===== src/rtl/ssp_pkg.sv =====
// Shared definitions for the synchronous serial port.
// Assumes: nothing beyond the parameter defaults below.
package ssp_pkg;
    localparam int SSP_CHAR_BITS = 8;
    localparam int SSP_SYNC_STAGES = 2;

    // Phase of the internally generated serial clock
    typedef enum logic [1:0] {
        SCLK_IDLE = 2'd0,
        SCLK_LOW  = 2'd1,
        SCLK_HIGH = 2'd2
    } sclk_state_t;
endpackage


===== src/rtl/ssp_sclk_gen.sv =====
// Serial clock source. In internal mode it toggles the clock on each
// bit_tick while a character is requested, giving CHAR_BITS pulses per
// character and resting high. In external mode it synchronises sck_in and
// reports its edges. Either way, fall_ev / rise_ev are one-cycle pulses.
// Assumes: bit_tick at most once every 4 cycles; sck_in at or below clk/4.
module ssp_sclk_gen
    import ssp_pkg::*;
#(
    parameter int CHAR_BITS   = SSP_CHAR_BITS,
    parameter int SYNC_STAGES = SSP_SYNC_STAGES
) (
    input  logic clk,
    input  logic rst_n,
    input  logic ext_sel,
    input  logic enable,
    input  logic run_req,
    input  logic bit_tick,
    input  logic sck_in,
    output logic sck_int,
    output logic fall_ev,
    output logic rise_ev
);
    localparam int CNT_W = $clog2(CHAR_BITS + 1);
    localparam logic [CNT_W-1:0] LAST = CNT_W'(CHAR_BITS);

    sclk_state_t      st_q;
    logic [CNT_W-1:0] pulses_q;
    logic             sck_q, fall_q, rise_q;
    logic [SYNC_STAGES:0] sync_q;
    logic             ext_fall, ext_rise;

    // Internal clock phase machine, advanced by the rate tick
    always_ff @(posedge clk) begin
        if (!rst_n) begin
            st_q     <= SCLK_IDLE;
            pulses_q <= '0;
            sck_q    <= 1'b1;
            fall_q   <= 1'b0;
            rise_q   <= 1'b0;
        end else begin
            fall_q <= 1'b0;
            rise_q <= 1'b0;
            if (ext_sel || !enable) begin
                st_q     <= SCLK_IDLE;
                pulses_q <= '0;
                sck_q    <= 1'b1;
            end else if (bit_tick) begin
                case (st_q)
                    SCLK_LOW: begin
                        st_q     <= SCLK_HIGH;
                        sck_q    <= 1'b1;
                        rise_q   <= 1'b1;
                        pulses_q <= pulses_q + 1'b1;
                    end
                    SCLK_HIGH: begin
                        if (pulses_q != LAST) begin
                            st_q   <= SCLK_LOW;
                            sck_q  <= 1'b0;
                            fall_q <= 1'b1;
                        end else if (run_req) begin
                            pulses_q <= '0;
                            st_q     <= SCLK_LOW;
                            sck_q    <= 1'b0;
                            fall_q   <= 1'b1;
                        end else begin
                            pulses_q <= '0;
                            st_q     <= SCLK_IDLE;
                        end
                    end
                    default: begin
                        if (run_req) begin
                            st_q   <= SCLK_LOW;
                            sck_q  <= 1'b0;
                            fall_q <= 1'b1;
                        end
                    end
                endcase
            end
        end
    end

    // Synchroniser chain for the external clock, one extra stage for edges
    always_ff @(posedge clk) begin
        if (!rst_n) begin
            sync_q <= '1;
        end else begin
            sync_q <= {sync_q[SYNC_STAGES-1:0], sck_in};
        end
    end

    assign ext_fall = sync_q[SYNC_STAGES] & ~sync_q[SYNC_STAGES-1];
    assign ext_rise = ~sync_q[SYNC_STAGES] & sync_q[SYNC_STAGES-1];

    assign sck_int = sck_q;
    assign fall_ev = ext_sel ? ext_fall : fall_q;
    assign rise_ev = ext_sel ? ext_rise : rise_q;
endmodule


===== src/rtl/ssp_tx.sv =====
// Transmit path: holding register plus shifter. A held byte moves into the
// shifter whenever the shifter is free and the path is enabled. Each falling
// event drives the next bit, LSB first, and the line keeps the last bit.
// Assumes: fall_ev/rise_ev are single-cycle pulses at least 2 cycles apart.
module ssp_tx
    import ssp_pkg::*;
#(
    parameter int CHAR_BITS = SSP_CHAR_BITS
) (
    input  logic                 clk,
    input  logic                 rst_n,
    input  logic                 tx_en,
    input  logic                 wr_stb,
    input  logic [CHAR_BITS-1:0] wr_data,
    input  logic                 fall_ev,
    input  logic                 rise_ev,
    output logic                 sd_out,
    output logic                 hold_empty,
    output logic                 busy
);
    localparam int CNT_W = $clog2(CHAR_BITS + 1);
    localparam logic [CNT_W-1:0] LAST = CNT_W'(CHAR_BITS);

    logic [CHAR_BITS-1:0] hold_q, shift_q;
    logic [CNT_W-1:0]     sent_q;
    logic                 empty_q, busy_q, sd_q;

    // Holding register, shifter and bit counter
    always_ff @(posedge clk) begin
        if (!rst_n) begin
            hold_q  <= '0;
            shift_q <= '0;
            sent_q  <= '0;
            empty_q <= 1'b1;
            busy_q  <= 1'b0;
            sd_q    <= 1'b1;
        end else if (!tx_en) begin
            empty_q <= 1'b1;
            busy_q  <= 1'b0;
            sent_q  <= '0;
            if (wr_stb) hold_q <= wr_data;
        end else begin
            if (!busy_q) begin
                if (!empty_q) begin
                    shift_q <= hold_q;
                    empty_q <= 1'b1;
                    busy_q  <= 1'b1;
                    sent_q  <= '0;
                end
            end else begin
                if (fall_ev && sent_q != LAST) begin
                    sd_q    <= shift_q[0];
                    shift_q <= shift_q >> 1;
                    sent_q  <= sent_q + 1'b1;
                end
                if (rise_ev && sent_q == LAST) busy_q <= 1'b0;
            end
            if (wr_stb) begin
                hold_q  <= wr_data;
                empty_q <= 1'b0;
            end
        end
    end

    assign sd_out     = sd_q;
    assign hold_empty = empty_q;
    assign busy       = busy_q;
endmodule


===== src/rtl/ssp_rx.sv =====
// Receive path: shifter plus holding register. Each rising event samples
// the line, LSB first. When a character completes, it goes to the holding
// register if that is free; otherwise the overrun flag is set and the
// stored byte is kept. The flags clear only on their own strobes.
// Assumes: sd_in is stable around the rising event.
module ssp_rx
    import ssp_pkg::*;
#(
    parameter int CHAR_BITS = SSP_CHAR_BITS
) (
    input  logic                 clk,
    input  logic                 rst_n,
    input  logic                 rx_en,
    input  logic                 sd_in,
    input  logic                 rise_ev,
    input  logic                 full_clr,
    input  logic                 ovr_clr,
    output logic [CHAR_BITS-1:0] hold_data,
    output logic                 full,
    output logic                 overrun
);
    localparam int CNT_W = $clog2(CHAR_BITS);
    localparam logic [CNT_W-1:0] LAST = CNT_W'(CHAR_BITS - 1);

    logic [CHAR_BITS-1:0] shift_q, hold_q;
    logic [CNT_W-1:0]     got_q;
    logic                 full_q, ovr_q;
    logic [CHAR_BITS-1:0] next_shift;

    assign next_shift = {sd_in, shift_q[CHAR_BITS-1:1]};

    // Shifter, bit counter, holding register and flags
    always_ff @(posedge clk) begin
        if (!rst_n) begin
            shift_q <= '0;
            hold_q  <= '0;
            got_q   <= '0;
            full_q  <= 1'b0;
            ovr_q   <= 1'b0;
        end else begin
            if (full_clr) full_q <= 1'b0;
            if (ovr_clr)  ovr_q  <= 1'b0;
            if (!rx_en) begin
                got_q <= '0;
            end else if (rise_ev) begin
                shift_q <= next_shift;
                if (got_q == LAST) begin
                    got_q <= '0;
                    if (full_q) begin
                        ovr_q <= 1'b1;
                    end else begin
                        hold_q <= next_shift;
                        full_q <= 1'b1;
                    end
                end else begin
                    got_q <= got_q + 1'b1;
                end
            end
        end
    end

    assign hold_data = hold_q;
    assign full      = full_q;
    assign overrun   = ovr_q;
endmodule


===== src/rtl/sync_serial_port.sv =====
// Full-duplex clocked serial port with double-buffered transmit and
// receive paths sharing one serial clock. It decides when the internal
// clock runs: while a transmit byte is in flight if transmit is enabled,
// otherwise continuously while receive is enabled.
// Assumes: mode and enables change only while no character is in flight,
// except for the deliberate abort by dropping tx_en.
module sync_serial_port
    import ssp_pkg::*;
#(
    parameter int CHAR_BITS   = SSP_CHAR_BITS,
    parameter int SYNC_STAGES = SSP_SYNC_STAGES
) (
    input  logic                 clk,
    input  logic                 rst_n,
    input  logic                 bit_tick,
    input  logic                 ext_clk_sel,
    input  logic                 tx_en,
    input  logic                 rx_en,
    input  logic                 wr_stb,
    input  logic [CHAR_BITS-1:0] wr_data,
    input  logic                 rdrf_clr,
    input  logic                 orer_clr,
    output logic [CHAR_BITS-1:0] rd_data,
    output logic                 tx_empty,
    output logic                 rx_full,
    output logic                 rx_overrun,
    input  logic                 sck_i,
    output logic                 sck_o,
    output logic                 sck_oe,
    input  logic                 sd_i,
    output logic                 sd_o
);
    logic fall_ev, rise_ev, sck_int, tx_busy, run_req, any_en;

    // Clock request policy: transmit-driven, else receive-only free run
    assign run_req = tx_en ? tx_busy : rx_en;
    assign any_en  = tx_en | rx_en;

    ssp_sclk_gen #(
        .CHAR_BITS  (CHAR_BITS),
        .SYNC_STAGES(SYNC_STAGES)
    ) i_sclk (
        .clk     (clk),
        .rst_n   (rst_n),
        .ext_sel (ext_clk_sel),
        .enable  (any_en),
        .run_req (run_req),
        .bit_tick(bit_tick),
        .sck_in  (sck_i),
        .sck_int (sck_int),
        .fall_ev (fall_ev),
        .rise_ev (rise_ev)
    );

    ssp_tx #(.CHAR_BITS(CHAR_BITS)) i_tx (
        .clk       (clk),
        .rst_n     (rst_n),
        .tx_en     (tx_en),
        .wr_stb    (wr_stb),
        .wr_data   (wr_data),
        .fall_ev   (fall_ev),
        .rise_ev   (rise_ev),
        .sd_out    (sd_o),
        .hold_empty(tx_empty),
        .busy      (tx_busy)
    );

    ssp_rx #(.CHAR_BITS(CHAR_BITS)) i_rx (
        .clk      (clk),
        .rst_n    (rst_n),
        .rx_en    (rx_en),
        .sd_in    (sd_i),
        .rise_ev  (rise_ev),
        .full_clr (rdrf_clr),
        .ovr_clr  (orer_clr),
        .hold_data(rd_data),
        .full     (rx_full),
        .overrun  (rx_overrun)
    );

    // Pin drive: clock pin is an output only in internal mode
    assign sck_o  = sck_int;
    assign sck_oe = ~ext_clk_sel;
endmodule


===== config.mk =====
export PLATFORM = sky130hd
export DESIGN_NAME = sync_serial_port
export DESIGN_NICKNAME = d
export VERILOG_FILES = /design/src/rtl/ssp_pkg.sv /design/src/rtl/ssp_sclk_gen.sv /design/src/rtl/ssp_tx.sv /design/src/rtl/ssp_rx.sv /design/src/rtl/sync_serial_port.sv
export SDC_FILE = /design/constraint.sdc
export NUM_CORES = 1
export LEC_CHECK = 0
export BUFFER_PORTS_ARGS = -buffer_cell sky130_fd_sc_hd__buf_4
export CORE_ASPECT_RATIO = 1.2
export CORE_UTILIZATION = 57
export CTS_CLUSTER_SIZE = 20
export DETAILED_ROUTE_END_ITERATION = 7
export GPL_TIMING_DRIVEN = 0
export PLACE_DENSITY = 0.79
export SLEW_MARGIN = 0
export SYNTH_ARGS = -nofsm -noshare
export SYNTH_HDL_FRONTEND = slang
export SYNTH_HIERARCHICAL = 1
export SYNTH_SLANG_ARGS = --single-unit

===== constraint.sdc =====
create_clock -name clk -period 1.7 [get_ports clk]
set_input_delay 0.34 -clock clk [delete_from_list [all_inputs] [get_ports clk]]
set_output_delay 0.34 -clock clk [all_outputs]
set_load 0.01 [all_outputs]

==> flow_summary.toml <==
[logic_synthesis]
synth_edf_count = 0
synth-seq-cells = 55
synthArstFlopShare_pct = 0
syn_inst = 270
synth_top_area_cell = "dfxtp_1"
syn_area_per_cell_um2 = 9.56
yosysTopAreaCellShare_pct = 42.7
syn_nets = 298
synth.area.top_cells = "dfxtp_1 (43%), mux2i_1 (9.3%), ha_1 (4.4%)"
yosysWarnings = 6
ys_types = 48
ys.flop_type = "dfxtp_1"
ys_seq_area_share_pct = 42.7
syn_area_um2 = 2580

[floorplan]
start_util_pct = 60.1
num_rows = 26
dieArea_um2 = 4800
die_x_um = 63.4
die_h_um = 75.7
boundaryPins = 33
core-area_um2 = 4290

[timing]
hold_violations = 0
min_period_ps = 1600
fin_skew_ps = 6.50
setup_violations = 0
slew_headroom_pct = 61.2
finalCritPeriodShare_pct = 93.8
tns_ps = 0
rsz0062_at_grt = "false"
report.final.slew_viol_count = 0
fmax_mhz = 627
tightestPinTransition_ps = 576

[clock_network]
clockBufferDepth = 2
cts.htree.levels = 2
cts_tree = "built"
clk_pin_slew_ps = 100
root_buffer = "clkbuf_8"
cts.sinks = 55
cts_made_buffers = 5
postCtsHoldBufs = 0
clock_latency_ps = 300

[power]
ir_drop_v = 0.000547
p_per_area_nw_per_um2 = 767
leakage_nw = 1.14

[place]
finalWeightedCongestion = 0.806
hpwl_um = 3360
dpl.cell_count = 357
port_buffers = 31

[worst_setup_path]
endpoint_kind = "flop"
setup.worst_path.class = "reg2reg"
cp_slowest_cell = "dfxtp_1"
path_cells = "nand3b_1 -> o21ai_1 -> inv_1 -> a2111oi_4 -> buf_4 -> o221a_2"
cp_data_required_time_ps = 1950
cp_data_arrival_time_ps = 1850
start_kind = "flop"
slowest_delay_ps = 330
crit_fanout = 8

[global_route]
overflow = 0
grt_max_degree = 17
grt_pass1_vias = 1836
grt_pass1_wl_um = 7890
gr-usage-all-layers_pct = 20.7
antenna_found_initial = 0

[detailed_routing]
drt-pass1-iter-count = 5
ant_nets = 0
num_vias = 2005
drt_iter0_drc = 92
routedWlPerCell_um = 13.0
routed_wl_um = 4760
routed_via_density = 5.48
drc = 0

[finish]
register_area_um2 = 1100
drive_above_1_share_pct = 23.9
fin_nets = 337
num_antenna_cells = 0
stdcell_count = 366
multi_input_area_um2 = 1340
area_growth_pct = 16.2
fill_cells = 367

[run]
maxCapViolCount = 0

[min_path]
hold_path_class = "in2reg"

[outcome]
status = "completed"
[critical path: cells and delay by family (launching register included)]
kind	cells	cell delay [ps]
AOI/OAI and AO/OA	3	710
and+or+nand+nor	1	150
buffers and inverters	2	350
DFF	1	330
[through the flow]
step | setup slack, ps | utilization [%] | hold slack, ps | power, mW | instance area (um^2)
2_1_floorplan | 173 | - | 386 | 1.47 | 2580
3_3_place_gp | -283 | 67.2 | 415 | 1.54 | 2880
3_5_place_dp | -295 | 67.2 | 408 | 1.54 | 2880
4_1_cts | 50.7 | 69.8 | 207 | 2.32 | 3000
5_1_grt | 13.0 | 69.9 | 204 | 2.39 | 3000
6_report | 105 | 69.9 | 213 | 2.30 | 3000
[registers in the layout, indices dropped and copies added (netlist names)]
name	count
i_rx/full	1
i_rx/got_q	3
i_rx/hold_data	8
i_rx/overrun	1
i_rx/shift_q	7
i_sclk/fall_q	1
i_sclk/pulses_q	4
i_sclk/rise_q	1
i_sclk/sck_int	1
i_sclk/st_q	2
i_sclk/sync_q	3
i_tx/busy	1
i_tx/hold_empty	1
i_tx/hold_q	8
i_tx/sd_out	1
i_tx/sent_q	4
i_tx/shift_q	8
[power by group]
| group | internal (mW) | leakage (nW) | switching, mW |
|---|---|---|---|
| clock network | 0.371 | 0.0505 | 0.411 |
| logic | 0.0912 | 0.645 | 0.0995 |
| registers | 1.31 | 0.447 | 0.0134 |
[synthesized netlist by cell type (2+ instances only)]
master	count
a21bo_2	7
a21oi_1	18
a311oi_1	2
a31oi_1	2
and2_1	2
buf_2	5
buf_6	4
clkbuf_1	5
dfxtp_1	55
ha_1	9
inv_1	12
mux2i_1	24
nand2_1	30
nand2b_1	8
nand3_1	16
nand3b_1	5
nand4_1	2
nand4b_1	3
nor2_1	5
nor2b_1	11
o211ai_1	3
o21ai_0	8
o221a_2	7
or2_2	2
or3_1	2
[final cells by class]
class / instances / share of cell area (%)
Timing Repair Buffer: 32 / 8.01
Tap cell: 56 / 2.34
Clock buffer: 7 / 3.21
Sequential cell: 55 / 36.7
Inverter: 13 / 1.63
Clock inverter: 1 / 0.250
Multi-Input combinational cell: 187 / 44.6
Buffer: 15 / 3.21
[logic make-up after synthesis]
kind of cell / after synthesis / share of synthesized area [%]
muxes: 26 / 10.3
adders and majority gates: 9 / 4.36
DFF: 55 / 42.7
AOI/OAI and AO/OA: 56 / 16.5
buffers and inverters: 28 / 5.62
xor gates and xnor gates: 1 / 0.339
and+or+nand+nor: 95 / 20.2
[worst paths after layout]
check,startpoint,to,slack (ps),depth (start not counted)
max reg2reg,i_sclk/sync_q[1],i_tx/shift_q[6],100,6
max,i_sclk/sync_q[1],i_tx/shift_q[6],100,6
min,sck_i,i_sclk/sync_q[0],210,2
min reg2reg,i_sclk/sync_q[0],i_sclk/sync_q[1],430,1
[cell usage in the layout, fill, tap and decap left out, types with 7 or more instances in the layout]
cell      count
dfxtp_1      54
buf_4        33
nand2_1      30
mux2i_1      24
a21oi_1      17
nand3_1      16
inv_1        12
nor2b_1      11
ha_1          9
nand2b_1      8
clkbuf_8      7
a21bo_2       7
o21ai_0       7
o221a_2       7
[timing repair]
item,CTS,global route
pin swaps,1,0
resized for setup,1,2
endpoints found under the setup margin,8,8
buffers inserted,1,0
[metal layers]
metal  wire, um  track usage (%)  vias up
met5          0                0        -
met4         31             7.32        0
met3        187             3.74        4
met2       2290             37.7       48
met1       2250             24.7      922
li1           -                -     1031
No activity file was read; power rests on OpenSTA's default activity.
